==> src/rtl/zbr_pkg.sv <==
package zbr_pkg;
  localparam int INSN_W   = 32;
  localparam int OFS_W    = 16;
  localparam int RIDX_W   = 5;
  localparam int OPC_LSB  = 26;
  localparam int RS_LSB   = 21;
  localparam logic [4:0] BR_OPC_HI = 5'b00010;

  typedef struct packed {
    logic       is_br;
    logic       on_nonzero;
    logic [RIDX_W-1:0] rs;
    logic [OFS_W-1:0]  ofs;
  } br_fields_t;

  function automatic br_fields_t split_insn(input logic [INSN_W-1:0] w);
    br_fields_t f;
    f.is_br      = (w[INSN_W-1:OPC_LSB+1] == BR_OPC_HI);
    f.on_nonzero = w[OPC_LSB];
    f.rs         = w[RS_LSB +: RIDX_W];
    f.ofs        = w[OFS_W-1:0];
    return f;
  endfunction
endpackage

==> src/rtl/zbr_cond.sv <==
module zbr_cond
  import zbr_pkg::*;
#(
  parameter int XLEN = 32
) (
  input  br_fields_t        fld_i,
  input  logic [XLEN-1:0]   val_i,
  output logic              take_o
);
  logic is_zero;
  always_comb begin
    is_zero = (val_i == '0);
    take_o  = fld_i.is_br & (fld_i.on_nonzero ? ~is_zero : is_zero);
  end
endmodule

==> src/rtl/zbr_target.sv <==
module zbr_target
  import zbr_pkg::*;
#(
  parameter int XLEN = 32
) (
  input  logic [XLEN-1:0]  pc_i,
  input  logic [OFS_W-1:0] ofs_i,
  output logic [XLEN-1:0]  tgt_o
);
  localparam int EXT_W = XLEN - OFS_W - 2;
  logic [XLEN-1:0] disp;
  always_comb begin
    disp  = {{EXT_W{ofs_i[OFS_W-1]}}, ofs_i, 2'b00};
    tgt_o = pc_i + XLEN'(4) + disp;
  end
endmodule

==> src/rtl/zbr_front_regs.sv <==
module zbr_front_regs
  import zbr_pkg::*;
#(
  parameter int              XLEN     = 32,
  parameter logic [XLEN-1:0] RESET_PC = '0
) (
  input  logic              clk,
  input  logic              rst_n,
  input  logic              en_i,
  input  logic              redirect_i,
  input  logic [XLEN-1:0]   target_i,
  input  logic [INSN_W-1:0] fetch_insn_i,
  output logic [XLEN-1:0]   pc_o,
  output logic [INSN_W-1:0] dec_insn_o,
  output logic [XLEN-1:0]   dec_pc_o
);
  logic [XLEN-1:0]   pc_q, pc_d, dpc_q, dpc_d;
  logic [INSN_W-1:0] din_q, din_d;

  always_comb begin
    pc_d  = pc_q;
    dpc_d = dpc_q;
    din_d = din_q;
    if (en_i) begin
      if (redirect_i) begin
        pc_d  = target_i;
        din_d = '0;
        dpc_d = '0;
      end else begin
        pc_d  = pc_q + XLEN'(4);
        din_d = fetch_insn_i;
        dpc_d = pc_q;
      end
    end
  end

  always_ff @(posedge clk or negedge rst_n) begin
    if (!rst_n) begin
      pc_q  <= RESET_PC;
      din_q <= '0;
      dpc_q <= '0;
    end else if (en_i) begin
      pc_q  <= pc_d;
      din_q <= din_d;
      dpc_q <= dpc_d;
    end
  end

  assign pc_o       = pc_q;
  assign dec_insn_o = din_q;
  assign dec_pc_o   = dpc_q;
endmodule

==> src/rtl/zbr_front.sv <==
module zbr_front
  import zbr_pkg::*;
#(
  parameter int              XLEN     = 32,
  parameter logic [XLEN-1:0] RESET_PC = '0
) (
  input  logic              clk,
  input  logic              rst_n,
  input  logic              stall_i,
  input  logic [31:0]       fetch_insn_i,
  input  logic [XLEN-1:0]   rs_val_i,
  output logic [XLEN-1:0]   pc_o,
  output logic [31:0]       dec_insn_o,
  output logic [XLEN-1:0]   dec_pc_o,
  output logic [4:0]        rs_idx_o,
  output logic              redirect_o,
  output logic [XLEN-1:0]   target_o,
  output logic              flush_o
);
  br_fields_t fld;
  logic       take_raw;
  logic       redirect;

  assign fld = split_insn(dec_insn_o);

  zbr_cond #(.XLEN(XLEN)) u_cond (
    .fld_i (fld),
    .val_i (rs_val_i),
    .take_o(take_raw)
  );

  zbr_target #(.XLEN(XLEN)) u_tgt (
    .pc_i (dec_pc_o),
    .ofs_i(fld.ofs),
    .tgt_o(target_o)
  );

  assign redirect = take_raw & ~stall_i;

  zbr_front_regs #(.XLEN(XLEN), .RESET_PC(RESET_PC)) u_regs (
    .clk         (clk),
    .rst_n       (rst_n),
    .en_i        (~stall_i),
    .redirect_i  (redirect),
    .target_i    (target_o),
    .fetch_insn_i(fetch_insn_i),
    .pc_o        (pc_o),
    .dec_insn_o  (dec_insn_o),
    .dec_pc_o    (dec_pc_o)
  );

  assign rs_idx_o   = fld.rs;
  assign redirect_o = redirect;
  assign flush_o    = redirect;
endmodule

==> config.mk <==
export PLATFORM = sky130hd
export DESIGN_NAME = zbr_front
export DESIGN_NICKNAME = d
export VERILOG_FILES = /design/src/rtl/zbr_pkg.sv /design/src/rtl/zbr_cond.sv /design/src/rtl/zbr_target.sv /design/src/rtl/zbr_front_regs.sv /design/src/rtl/zbr_front.sv
export SDC_FILE = /design/constraint.sdc
export NUM_CORES = 1
export LEC_CHECK = 0
export BUFFER_PORTS_ARGS = -buffer_cell sky130_fd_sc_hd__buf_2
export CAP_MARGIN = 20
export CORE_ASPECT_RATIO = 1.75
export CORE_MARGIN = 10
export CORE_UTILIZATION = 52
export DETAILED_ROUTE_END_ITERATION = 10
export MAX_ROUTING_LAYER = met4
export PLACE_DENSITY = 0.8
export SYNTH_ARGS = -nofsm -noshare
export SYNTH_HDL_FRONTEND = slang
export SYNTH_SLANG_ARGS = --single-unit
==> constraint.sdc <==
create_clock -name clk -period 3.2 [get_ports clk]
set_input_delay 0.16 -clock clk [delete_from_list [all_inputs] [get_ports clk]]
set_output_delay 0.16 -clock clk [all_outputs]
set_load 0.1 [all_outputs]
==> reports/results.tsv <==
stage	metric	value	unit
clocking	h-tree-depth	3	
yosys	syn_area	6740	um^2
global_routing	grt_first_pass_wirelength	37500	um
place	place_inst	1156	
timing	finClkSkew	0.0134	ns
floorplanning	num_rows	55	
floorplanning	fp.dieArea	18100	um^2
yosys	synth_edf_count	0	
detailed_routing	ant_nets	0	
yosys	yosysMostFrequentCell	nand2_1	
timing	rsz0062_at_grt	yes	
floorplanning	coreArea	12800	um^2
clocking	cts.clk_slew.worst_paths	0.08	ns
floorplanning	dieWidth	106	um
floorplanning	fp.dieH	171	um
clocking	cts_buffer_depth	2	
clocking	cts_sinks	96	
yosys	ys_ff_latch	96	
detailed_routing	dr.first_iter.drc_count	461	
yosys	synth_cells	810	
yosys	synth.distinct_cells	75	
yosys	synth_ff_type	dfrtp_1	
detailed_routing	firstDrtPassIters	8	
place	port_buffers	201	
yosys	yosys.area.top_type	dfrtp_1	
floorplanning	start_util	52.6	%
clocking	clock_latency	0.36	ns
setup_path	r2r_start	u_regs.dec_insn_o[12]$_DFFE_PN0N_	
setup_path	cp_data_arrival_time	3.39	ns
place	hpwl	18000	um
floorplanning	io-pin-count	202	
yosys	synth_fp_nets	936	
detailed_routing	drt_wl_total	24400	um
run	max-cap-violations	0	
setup_path	reg2reg_slack	-0.05	ns
timing	period_share	111	%
yosys	avgSynthCellArea	8.32	um^2
yosys	netlist_top_cells_count	nand2_1, dfrtp_1, o21ai_0	
setup_path	critical_path_required	3.04	ns
timing	fin_ws	-0.352	ns
setup_path	critical_path_class	register to primary output	
timing	worst_pin_slew	0.843	ns
detailed_routing	viasPerCell	5.87	
detailed_routing	drc	0	
yosys	ys_warn_count	0	
final_layout	drive_gt1_share	42.3	%
final_layout	finalInstanceArea	9860	um^2
place	dp_slack	-0.0246	ns
final_layout	final_nets	1143	
yosys	ys_async_sr_fraction	100	%
hold_path	hold_depth	3	
detailed_routing	wl_per_cell	20.4	um
timing	max_slew_margin	43.8	%
timing	finalMaxSlewViolations	0	
status	outcome	finished with violations	
setup_path	end_kind	primary output	
global_routing	grt_util_all_layers	26.5	%
detailed_routing	vias	7011	
hold_path	hp-start	fetch_insn_i[12]	
place	place.gp.congestion	0.919	
status	violations	setup timing	
final_layout	fin_cells	1194	
timing	clock.fmax	0.282	GHz
yosys	ys_seq_area_share	35.7	%
timing	setup_viol	14	
global_routing	grt_overflow	0	
clocking	cts_buffers	9	
hold_path	min_to	u_regs.dec_insn_o[12]$_DFFE_PN0N_	
global_routing	antenna_found_initial	1	
setup_path	critPathMaxFanout	3	
clocking	root_buffer	clkbuf_16	
final_layout	syn_to_final_growth	46.3	%
hold_path	hp-class	input pin to register	
yosys	synth_top_area_share	35.7	%
yosys	yosys-top-cells-area	dfrtp_1, ha_1, nand2_1	
global_routing	grt_max_degree	111	
timing	hold_viol	0	
timing	min_period	3.55	ns
setup_path	reg2reg_depth	13	
place	dpl_cell_area	9090	um^2
setup_path	r2r-end	u_regs.pc_o[29]$_DFFE_PN0N_	
final_layout	post-route-util	77.0	%
clocking	cts_tree	built	
setup_path	start_kind	register	
final_layout	fillers	897	
global_routing	grt_pass1_vias	7039	
## stage by stage
stage	setup TNS [ns]	hold WS, ns
after floorplan	-2.53	-0.136
after global placement	0	0.182
after detailed placement	-0.0246	0.180
after CTS	-1.71	0.0359
after global routing	-3.49	0.0397
final	-1.98	0.0344
## placed cells by master (no fill, tap or decap), types with 12 or more instances in the layout
cell,count
buf_12,22
nor2_1,38
o21ai_0,79
ha_4,30
dfrtp_1,53
buf_2,178
a21oi_1,45
dfrtp_2,14
dfrtp_4,29
nand4_1,12
buf_4,47
xnor2_4,13
nand2_1,179
inv_1,16
ha_1,26
a21o_1,13
nor4_1,12
nand3_1,17
## critical path, stage by stage, from the launching register on
cell       delay [ns]
dfrtp_4          0.50
ha_4             0.29
ha_4             0.13
inv_2            0.03
fa_2             0.33
and2b_1          0.23
o2111ai_2        0.16
a21oi_2          0.19
o2111ai_2        0.17
o31ai_4          0.30
nand2_2          0.16
o21ai_4          0.20
xnor2_4          0.15
buf_12           0.19
## area by class of cell
| type | count | area (um^2) | share of cell area [%] |
|---|---|---|---|
| diodes | 1 | 2.50 | 0.0254 |
| clock buffers | 10 | 229 | 2.32 |
| clock inverters | 6 | 53.8 | 0.546 |
| inverters | 21 | 78.8 | 0.800 |
| multi-input cells | 634 | 4990 | 50.6 |
| flip-flops and latches | 96 | 2530 | 25.7 |
| well taps | 171 | 214 | 2.17 |
| repair buffers | 255 | 1760 | 17.9 |
## state kept, by name, summed over array words and instances, names as in the netlist
register	flops
u_regs.dec_insn_o	32
u_regs.dec_pc_o	32
u_regs.pc_o	32
## worst max-delay path by stage
| stage | start | endpoint | slack (ns) | depth (start not counted) |
|---|---|---|---|---|
| finish | u_regs.dec_insn_o[1]$_DFFE_PN0N_ | target_o[29] | -0.35 | 13 |
| global route | u_regs.dec_insn_o[1]$_DFFE_PN0N_ | target_o[29] | -0.50 | 13 |
| CTS | u_regs.dec_insn_o[1]$_DFFE_PN0N_ | target_o[29] | -0.36 | 13 |
| detailed placement | u_regs.dec_insn_o[1]$_DFFE_PN0N_ | target_o[29] | -0.02 | 13 |
| global placement | u_regs.dec_pc_o[3]$_DFFE_PN0N_ | target_o[29] | 0.03 | 13 |
| floorplan | u_regs.dec_insn_o[1]$_DFFE_PN0N_ | u_regs.pc_o[5]$_DFFE_PN0N_ | -0.37 | 8 |
## cell families (layout without fill, tap and decap cells)
kind of cell    Yosys count  after routing  share of synthesized area [%]
buf+inv                  80            292                           5.85
flops                    96             96                           35.7
simple gates            308            308                           20.5
xor+xnor                 28             28                           3.75
other cells               0              1                              0
compound gates          237            237                           22.9
fa+ha+maj                59             59                           11.1
mux                       2              2                          0.297
## what timing repair did
| action | CTS | global route |
|---|---|---|
| gates resized for setup | 27 | 29 |
| pin swaps | 14 | 28 |
| setup buffers | 13 | 12 |
| endpoints found under the setup margin | 15 | 22 |
| hold buffers | 1 | 0 |
| endpoints found under the hold margin | 41 | 0 |
## per-layer routing
metal  track usage, %  vias up  part of all wire [%]
met5                -        -                     0
met4             11.2        0                   3.9
met3             4.71       70                   6.1
met2             47.5      312                    53
met1             28.0     3351                    37
li1                 -     3278                     -
Power is left out: the tool's default activity adds up to more than one toggle a clock period on the data nets, which glitch-free logic cannot reach.
